--- src/rtl/intvec_pkg.sv ---
package intvec_pkg;

    typedef enum logic [3:0] {
        ST_BOOT,
        ST_IDLE,
        ST_ACK,
        ST_FIXED,
        ST_NMI,
        ST_RST_OUT,
        ST_RD_LO,
        ST_RD_HI,
        ST_TBL_OUT
    } vec_state_e;

    typedef enum logic [1:0] {
        MODE_RST = 2'd0,
        MODE_FIX = 2'd1,
        MODE_TBL = 2'd2
    } vec_mode_e;

endpackage

--- src/rtl/intvec_mode_reg.sv ---
module intvec_mode_reg
    import intvec_pkg::*;
(
    input  logic       clk,
    input  logic       rst_n,
    input  logic       mode_set,
    input  logic [1:0] mode_sel,
    output vec_mode_e  mode_q
);

    always_ff @(posedge clk) begin
        if (!rst_n) begin
            mode_q <= MODE_RST;
        end else if (mode_set && mode_sel != 2'd3) begin
            mode_q <= vec_mode_e'(mode_sel);
        end
    end

endmodule

--- src/rtl/intvec_ctrl.sv ---
module intvec_ctrl
    import intvec_pkg::*;
(
    input  logic       clk,
    input  logic       rst_n,
    input  logic       nmi_req,
    input  logic       int_req,
    input  logic       int_en,
    input  vec_mode_e  mode_q,
    input  logic       rst_legal,
    output vec_state_e st,
    output logic       int_ack,
    output logic       mem_rd,
    output logic       target_valid,
    output logic       illegal_vec
);

    vec_state_e st_nx;
    logic       tbl_q;
    logic       tbl_nx;

    // state register
    always_ff @(posedge clk) begin
        if (!rst_n) begin
            st    <= ST_BOOT;
            tbl_q <= 1'b0;
        end else begin
            st    <= st_nx;
            tbl_q <= tbl_nx;
        end
    end

    // next state
    always_comb begin
        st_nx  = st;
        tbl_nx = tbl_q;
        unique case (st)
            ST_BOOT: st_nx = ST_IDLE;
            ST_IDLE: begin
                if (nmi_req) begin
                    st_nx = ST_NMI;
                end else if (int_req && int_en) begin
                    case (mode_q)
                        MODE_FIX: st_nx = ST_FIXED;
                        MODE_RST: begin
                            st_nx  = ST_ACK;
                            tbl_nx = 1'b0;
                        end
                        MODE_TBL: begin
                            st_nx  = ST_ACK;
                            tbl_nx = 1'b1;
                        end
                        default: st_nx = ST_IDLE;
                    endcase
                end
            end
            ST_ACK:     st_nx = tbl_q ? ST_RD_LO : ST_RST_OUT;
            ST_RD_LO:   st_nx = ST_RD_HI;
            ST_RD_HI:   st_nx = ST_TBL_OUT;
            ST_FIXED,
            ST_NMI,
            ST_RST_OUT,
            ST_TBL_OUT: st_nx = ST_IDLE;
            default:    st_nx = ST_IDLE;
        endcase
    end

    // outputs
    always_comb begin
        int_ack      = 1'b0;
        mem_rd       = 1'b0;
        target_valid = 1'b0;
        illegal_vec  = 1'b0;
        unique case (st)
            ST_ACK:     int_ack = 1'b1;
            ST_RD_LO,
            ST_RD_HI:   mem_rd = 1'b1;
            ST_BOOT,
            ST_FIXED,
            ST_NMI,
            ST_TBL_OUT: target_valid = 1'b1;
            ST_RST_OUT: begin
                target_valid = rst_legal;
                illegal_vec  = !rst_legal;
            end
            default: ;
        endcase
    end

endmodule

--- src/rtl/intvec_datapath.sv ---
module intvec_datapath
    import intvec_pkg::*;
#(
    parameter int DATA_W = 8,
    parameter int ADDR_W = 2 * DATA_W,
    parameter logic [ADDR_W-1:0] RESET_VEC = 16'h0000,
    parameter logic [ADDR_W-1:0] NMI_VEC   = 16'h0066,
    parameter logic [ADDR_W-1:0] FIXED_VEC = 16'h0038
) (
    input  logic              clk,
    input  logic              rst_n,
    input  vec_state_e        st,
    input  logic [DATA_W-1:0] page_reg,
    input  logic [DATA_W-1:0] dev_byte,
    input  logic [DATA_W-1:0] mem_data,
    output logic [ADDR_W-1:0] mem_addr,
    output logic [ADDR_W-1:0] target_addr,
    output logic              rst_legal
);

    localparam int SLOT_LSB = 3;
    localparam int SLOT_W   = 3;
    localparam int PAD_W    = ADDR_W - SLOT_W - SLOT_LSB;

    logic [DATA_W-1:0] dev_q;
    logic [DATA_W-1:0] lo_q;
    logic [DATA_W-1:0] hi_q;
    logic [ADDR_W-1:0] rst_target;

    always_ff @(posedge clk) begin
        if (!rst_n) begin
            dev_q <= '0;
            lo_q  <= '0;
            hi_q  <= '0;
        end else begin
            if (st == ST_ACK)   dev_q <= dev_byte;
            if (st == ST_RD_LO) lo_q  <= mem_data;
            if (st == ST_RD_HI) hi_q  <= mem_data;
        end
    end

    assign rst_legal  = (dev_q[DATA_W-1:DATA_W-2] == 2'b11) && (dev_q[2:0] == 3'b111);
    assign rst_target = {{PAD_W{1'b0}}, dev_q[SLOT_LSB +: SLOT_W], {SLOT_LSB{1'b0}}};
    assign mem_addr   = {page_reg, dev_q[DATA_W-1:1], (st == ST_RD_HI)};

    always_comb begin
        target_addr = '0;
        unique case (st)
            ST_BOOT:    target_addr = RESET_VEC;
            ST_NMI:     target_addr = NMI_VEC;
            ST_FIXED:   target_addr = FIXED_VEC;
            ST_RST_OUT: target_addr = rst_legal ? rst_target : '0;
            ST_TBL_OUT: target_addr = {hi_q, lo_q};
            default:    target_addr = '0;
        endcase
    end

endmodule

--- src/rtl/intvec_gen.sv ---
module intvec_gen
    import intvec_pkg::*;
#(
    parameter int DATA_W = 8,
    parameter int ADDR_W = 2 * DATA_W,
    parameter logic [ADDR_W-1:0] RESET_VEC = 16'h0000,
    parameter logic [ADDR_W-1:0] NMI_VEC   = 16'h0066,
    parameter logic [ADDR_W-1:0] FIXED_VEC = 16'h0038
) (
    input  logic              clk,
    input  logic              rst_n,
    input  logic              mode_set,
    input  logic [1:0]        mode_sel,
    input  logic              int_en,
    input  logic              int_req,
    input  logic              nmi_req,
    input  logic [DATA_W-1:0] page_reg,
    input  logic [DATA_W-1:0] dev_byte,
    output logic              int_ack,
    output logic              mem_rd,
    output logic [ADDR_W-1:0] mem_addr,
    input  logic [DATA_W-1:0] mem_data,
    output logic              target_valid,
    output logic [ADDR_W-1:0] target_addr,
    output logic              illegal_vec
);

    vec_mode_e  mode_q;
    vec_state_e st;
    logic       rst_legal;

    intvec_mode_reg u_mode (
        .clk      (clk),
        .rst_n    (rst_n),
        .mode_set (mode_set),
        .mode_sel (mode_sel),
        .mode_q   (mode_q)
    );

    intvec_ctrl u_ctrl (
        .clk          (clk),
        .rst_n        (rst_n),
        .nmi_req      (nmi_req),
        .int_req      (int_req),
        .int_en       (int_en),
        .mode_q       (mode_q),
        .rst_legal    (rst_legal),
        .st           (st),
        .int_ack      (int_ack),
        .mem_rd       (mem_rd),
        .target_valid (target_valid),
        .illegal_vec  (illegal_vec)
    );

    intvec_datapath #(
        .DATA_W    (DATA_W),
        .ADDR_W    (ADDR_W),
        .RESET_VEC (RESET_VEC),
        .NMI_VEC   (NMI_VEC),
        .FIXED_VEC (FIXED_VEC)
    ) u_dp (
        .clk         (clk),
        .rst_n       (rst_n),
        .st          (st),
        .page_reg    (page_reg),
        .dev_byte    (dev_byte),
        .mem_data    (mem_data),
        .mem_addr    (mem_addr),
        .target_addr (target_addr),
        .rst_legal   (rst_legal)
    );

endmodule

--- config.mk ---
export PLATFORM = sky130hd
export DESIGN_NAME = intvec_gen
export DESIGN_NICKNAME = d
export VERILOG_FILES = /design/src/rtl/intvec_pkg.sv /design/src/rtl/intvec_mode_reg.sv /design/src/rtl/intvec_ctrl.sv /design/src/rtl/intvec_datapath.sv /design/src/rtl/intvec_gen.sv
export SDC_FILE = /design/constraint.sdc
export NUM_CORES = 1
export LEC_CHECK = 0
export ABC_AREA = 1
export BUFFER_PORTS_ARGS = -buffer_cell sky130_fd_sc_hd__buf_2
export CELL_PAD_IN_SITES_DETAIL_PLACEMENT = 1
export CELL_PAD_IN_SITES_GLOBAL_PLACEMENT = 1
export CORE_ASPECT_RATIO = 2
export CORE_MARGIN = 2
export CORE_UTILIZATION = 28
export CTS_CLUSTER_SIZE = 25
export DETAILED_ROUTE_END_ITERATION = 10
export PLACE_DENSITY_LB_ADDON = 0.1
export SLEW_MARGIN = 20
export SYNTH_ARGS = -nofsm -noshare
export SYNTH_HDL_FRONTEND = slang
export SYNTH_SLANG_ARGS = --single-unit
--- constraint.sdc ---
create_clock -name clk -period 2.35 [get_ports clk]
set_input_delay 0.1175 -clock clk [delete_from_list [all_inputs] [get_ports clk]]
set_output_delay 0.1175 -clock clk [all_outputs]
set_load 0.02 [all_outputs]
## Word-level counts from Yosys, hierarchy flattened

Cells that the tools add are included.

| storage, ports and cells | value |
|---|---|
| flip-flop bits (word level) | 31 |
| output and inout port bits | 36 |
| logic and storage cells | 44 |

| operators by class | value |
|---|---|
| equality and inequality tests | 14 |
| muxes and demuxes | 12 |
| bitwise operators | 1 |
| reductions and logical operators | 11 |

Operators by type and width:

| operator | number |
|---|---|
| $pmux 16 s4 | 1 |
| $eq 4x3->1 const B | 4 |
| $pmux 4 s4 | 1 |
| $eq 4x2->1 const B | 2 |
| $mux 4 | 2 |
| $mux 6 | 1 |
| $eq 2x2->1 const B | 2 |
| $eq 4x1->1 const B | 1 |
| $eq 4x4->1 const B | 1 |
| $logic_not 4->1 | 1 |
| $pmux 1 s2 | 2 |
| $pmux 2 s2 | 1 |
| $reduce_and 4->1 | 1 |
| $reduce_or 2->1 | 2 |
| $reduce_or 4->1 | 1 |
| $eq 3x3->1 const B | 1 |
| $logic_and 1x1->1 | 3 |
| $mux 1 | 3 |
| $ne 3x2->1 const B | 1 |
| $eq 2x1->1 const B | 1 |
| $logic_not 2->1 | 1 |
| $mux 2 | 1 |
| $ne 2x2->1 const B | 1 |
| $reduce_bool 2->1 | 1 |
| other kinds (2) | 2 |

## Depth between registers and ports, before layout

| logic depth | value |
|---|---|
| depth after elaboration | 6 |
| depth in mapped cells | 8 |

## By module

A second synthesis with hierarchy kept.

| unflattened totals | value |
|---|---|
| cell total of the unflattened synthesis | 286 |
| area total of the unflattened synthesis | 1781.7 um^2 |

By module, submodules not included:

| module | times used | seq. area each (um^2) | area an instance (um^2) | cells an instance |
|---|---|---|---|---|
| intvec_datapath | 1 | 480.5 | 1366.3 | 215 |
| intvec_ctrl | 1 | 100.1 | 335.3 | 59 |
| intvec_mode_reg | 1 | 40.0 | 80.1 | 12 |

## Least setup slack after synthesis

OpenSTA, ideal clock, no wires.

| timing | value |
|---|---|
| kind | register to output |
| from | register u_ctrl.st[0] |
| to | output target_addr[0] |
| setup slack | 1.046 ns |
| stages on the path, launching flop included | 6 |
| data arrival time | 1.187 ns |
| path buffers | 0 |
| cell sequence | dfxtp_1 > inv_2 > nand2_2 > nor3_4 > inv_2 > nor2_1 |

| on the way | value |
|---|---|
| longest elaborated chain between the ends | 2 |
| elaborated cells between the ends (all ways) | 5 |
| those cells by class | eq/ne: 4; mux: 1 |

RTL lines:

| item | RTL line | RTL |
|---|---|---|
| from (decl) | intvec_ctrl.sv:11 | `output vec_state_e st,` |
| from (signal assigned) | intvec_ctrl.sv:28 | `st <= st_nx;` |
| $eq 4x4->1 (tied with other cells) | intvec_datapath.sv:48 | `unique case (st)` |
| $pmux 16 s4 * | intvec_datapath.sv:48 |  |
| to (decl) | intvec_gen.sv:24 | `output logic [ADDR_W-1:0] target_addr,` |

Mark *: on every way between the ends. The rest lies on a longest branch, timed or not.

## Worst setup path after layout

Ends and elaborated chain as after synthesis.

==> results.sh <==
export IMPL_cts_tree="done"
export IMPL_synth_cell_area_sq_um=1570
export IMPL_synth_main_ff_cell="dfxtp_1"
export IMPL_antenna_found_initial=0
export IMPL_powerDensity_nw_per_um2=692
export IMPL_track_usage_pct=14.2
export IMPL_post_place_cells=314
export IMPL_synth_warnings=0
export IMPL_min_from="dev_byte[6]"
export IMPL_status="finished, final reports clean"
export IMPL_p_leak_uw=0.000879
export IMPL_slew_headroom_pct=72.0
export IMPL_syn2layout_area_growth_pct=18.3
export IMPL_rsz0062_at_grt="no"
export IMPL_synth_area_top_cells="dfxtp_1 40%, nor2_1 13%, o21ai_0 7.7%, buf_4 7.7%, nand2_1 6.7%"
export IMPL_p_switching_uw=337
export IMPL_grt_pass1_wl_um=6760
export IMPL_drt_iter0_drc=25
export IMPL_synth_async_reset_ratio_pct=0
export IMPL_cap_violations=0
export IMPL_n_antenna_cell=0
export IMPL_post_cts_setup_buffers=0
export IMPL_synthTopCellsByCount="56 x nor2_1, 31 x dfxtp_1, 28 x nand2_1, 24 x o21ai_0, 21 x inv_1"
export IMPL_ys_ff_latch=31
export IMPL_synth_edf_count=0
export IMPL_cts_root_buf="clkbuf_8"
export IMPL_path_clk_slew_ns=0.07
export IMPL_grt_max_degree=27
export IMPL_cts_sinks=31
export IMPL_slew_viol_final=0
export IMPL_gp_congestion=0.759
export IMPL_min_path_cells=3
export IMPL_finalSetupTns_ns=0
export IMPL_final_fill_count=723
export IMPL_avgViaCountPerCell=4.60
export IMPL_core_area_sq_um=5420
export IMPL_wirelength_um=4050
export IMPL_design_die_area_sq_um=6240
export IMPL_tightest_slew_ns=0.420
export IMPL_ios=68
export IMPL_drt_antenna_violating_nets=0
export IMPL_grt_overflow=0
export IMPL_fin_ws_ns=0.555
export IMPL_ir_worst_vdd_uv=421
export IMPL_cts_hold_buf=0
export IMPL_crit_required_ns=2.23
export IMPL_synth_most_common_cell="nor2_1"
export IMPL_hp_class="in -> reg"
export IMPL_place_ws_ns=0.830
export IMPL_p_clk_share_pct=43.3
export IMPL_startpoint_type="flop"
export IMPL_crit_fanout=10
export IMPL_wl_per_cell_um=12.6
export IMPL_synth_top_area_share_pct=39.6
export IMPL_drt_pre_antenna_iters=4
export IMPL_final_nets=293
export IMPL_intPower_uw=944
export IMPL_end_kind="output port"
export IMPL_rows=38
export IMPL_pwr_share_seq_pct=43.8
export IMPL_die_w_um=56.9
export IMPL_swShare_pct=26.3
export IMPL_hold_end="u_dp.dev_q[6]$_SDFFE_PN0P_"
export IMPL_drive_gt1_share_pct=28.6
export IMPL_r2r_start="u_ctrl.st[0]$_SDFFE_PN0P_"
export IMPL_period_share_pct=76.4
export IMPL_syn_inst=224
export IMPL_crit_arrival_ns=1.68
export IMPL_cts_resized=0
export IMPL_clockBufferDepth=2
export IMPL_hpwlAfterDp_um=3200
export IMPL_combPwrFrac_pct=12.9
export IMPL_r2r_end="u_dp.dev_q[2]$_SDFFE_PN0P_"
export IMPL_max_freq_ghz=0.557
export IMPL_cts_buffers=5
export IMPL_min_period_ns=1.80
export IMPL_worstSetupPathType="reg -> out"
export IMPL_instances_no_fill=322
export IMPL_rr_worst_depth=5
export IMPL_start_util_pct=28.9
export IMPL_skew_ns=0.00714
export IMPL_htreeDepth=2
export IMPL_synth_avg_cell_area_sq_um=6.99
export IMPL_yosys_area_top_type="dfxtp_1"
export IMPL_vias=1480
export IMPL_hold_violations=0
export IMPL_syn_num_nets=256
export IMPL_fp_dieH_um=110
export IMPL_setup_viol=0
export IMPL_ys_seq_area_share_pct=39.6
export IMPL_r2r_slack_ns=0.96
export IMPL_grt_pass1_vias=1464
export IMPL_drcViolationCount=0
export IMPL_insertion_delay_ns=0.29
export IMPL_synth_distinct_cells=23
export IMPL_port_buffers=51
-- per-layer routing --
layer	wire [um]	GRT usage, %	vias up
met4	96	7.14	0
li1	-	-	759
met3	211	2.82	8
met5	0	0	-
met1	1580	14.0	670
met2	2170	27.2	43
-- cell families (layout without fill, tap and decap cells) --
| kind of cell | Yosys count | count (layout) | share of synthesized area [%] |
|---|---|---|---|
| AOI/OAI and AO/OA | 40 | 40 | 13.1 |
| DFF | 31 | 31 | 39.6 |
| and+or+nand+nor | 105 | 105 | 30.5 |
| buffers and inverters | 48 | 86 | 16.8 |
-- registers in the layout, indices dropped and copies added (netlist names) --
name / count
u_ctrl.tbl_q: 1
u_dp.dev_q: 8
u_dp.lo_q: 8
u_dp.hi_q: 8
u_mode.mode_q: 2
u_ctrl.st: 4
-- worst max-delay path, stage by stage, from the launching register on --
cell and delay [ns]:
dfxtp_1 0.39, inv_2 0.13, nand2_2 0.09, nor3_4 0.29, inv_2 0.18, nor2_1 0.12, buf_2 0.17
-- power groups by stage --
stage / combinational, uW / clock (uW) / sequential [uW]
detailed placement: 169 / 0 / 574
CTS: 169 / 571 / 561
global route: 188 / 593 / 564
finish: 165 / 555 / 561
floorplan: 140 / 0 / 569
global placement: 167 / 0 / 573
-- per-stage QoR --
stage | hold WS (ns) | power (uW) | utilization (%) | cell area [sq um]
floorplan | 0.256 | 709 | - | 1570
global placement | 0.235 | 740 | 32.0 | 1730
detailed placement | 0.235 | 742 | 32.0 | 1730
CTS | 0.0778 | 1300 | 34.2 | 1850
global route | 0.106 | 1340 | 34.2 | 1850
finish | 0.0820 | 1280 | 34.2 | 1850
-- placed cells by master (no fill, tap or decap), drive strengths merged, types with 4 or more instances in the layout --
| cell type | n |
|---|---|
| buf | 51 |
| nor3 | 4 |
| nand3 | 6 |
| nand2 | 33 |
| a21oi | 11 |
| dfxtp | 31 |
| nor2 | 60 |
| clkbuf | 6 |
| inv | 26 |
| o21ai | 26 |
-- how the worst max path moves through the flow --
stage | to | from | slack, ns
3_3_place_gp | target_addr[7] | u_ctrl.st[1]$_SDFFE_PN0P_ | 0.83
2_1_floorplan | target_addr[0] | u_ctrl.st[0]$_SDFFE_PN0P_ | 1.05
4_1_cts | target_addr[0] | u_ctrl.st[0]$_SDFFE_PN0P_ | 0.51
3_5_place_dp | target_addr[0] | u_ctrl.st[0]$_SDFFE_PN0P_ | 0.83
6_report | target_addr[0] | u_ctrl.st[0]$_SDFFE_PN0P_ | 0.55
5_1_grt | target_addr[13] | u_ctrl.st[0]$_SDFFE_PN0P_ | 0.38
-- cell type report --
type / instances / area, sq um / area share (%)
clock buffer: 6 / 82.6 / 4.46
clock inverter: 2 / 35.0 / 1.89
inverter: 27 / 101 / 5.47
multi-input combinational: 145 / 682 / 36.8
sequential: 31 / 621 / 33.5
tap: 60 / 75.1 / 4.05
timing repair buffer: 51 / 255 / 13.8
Note: power is estimated with default switching activity, not from simulation.
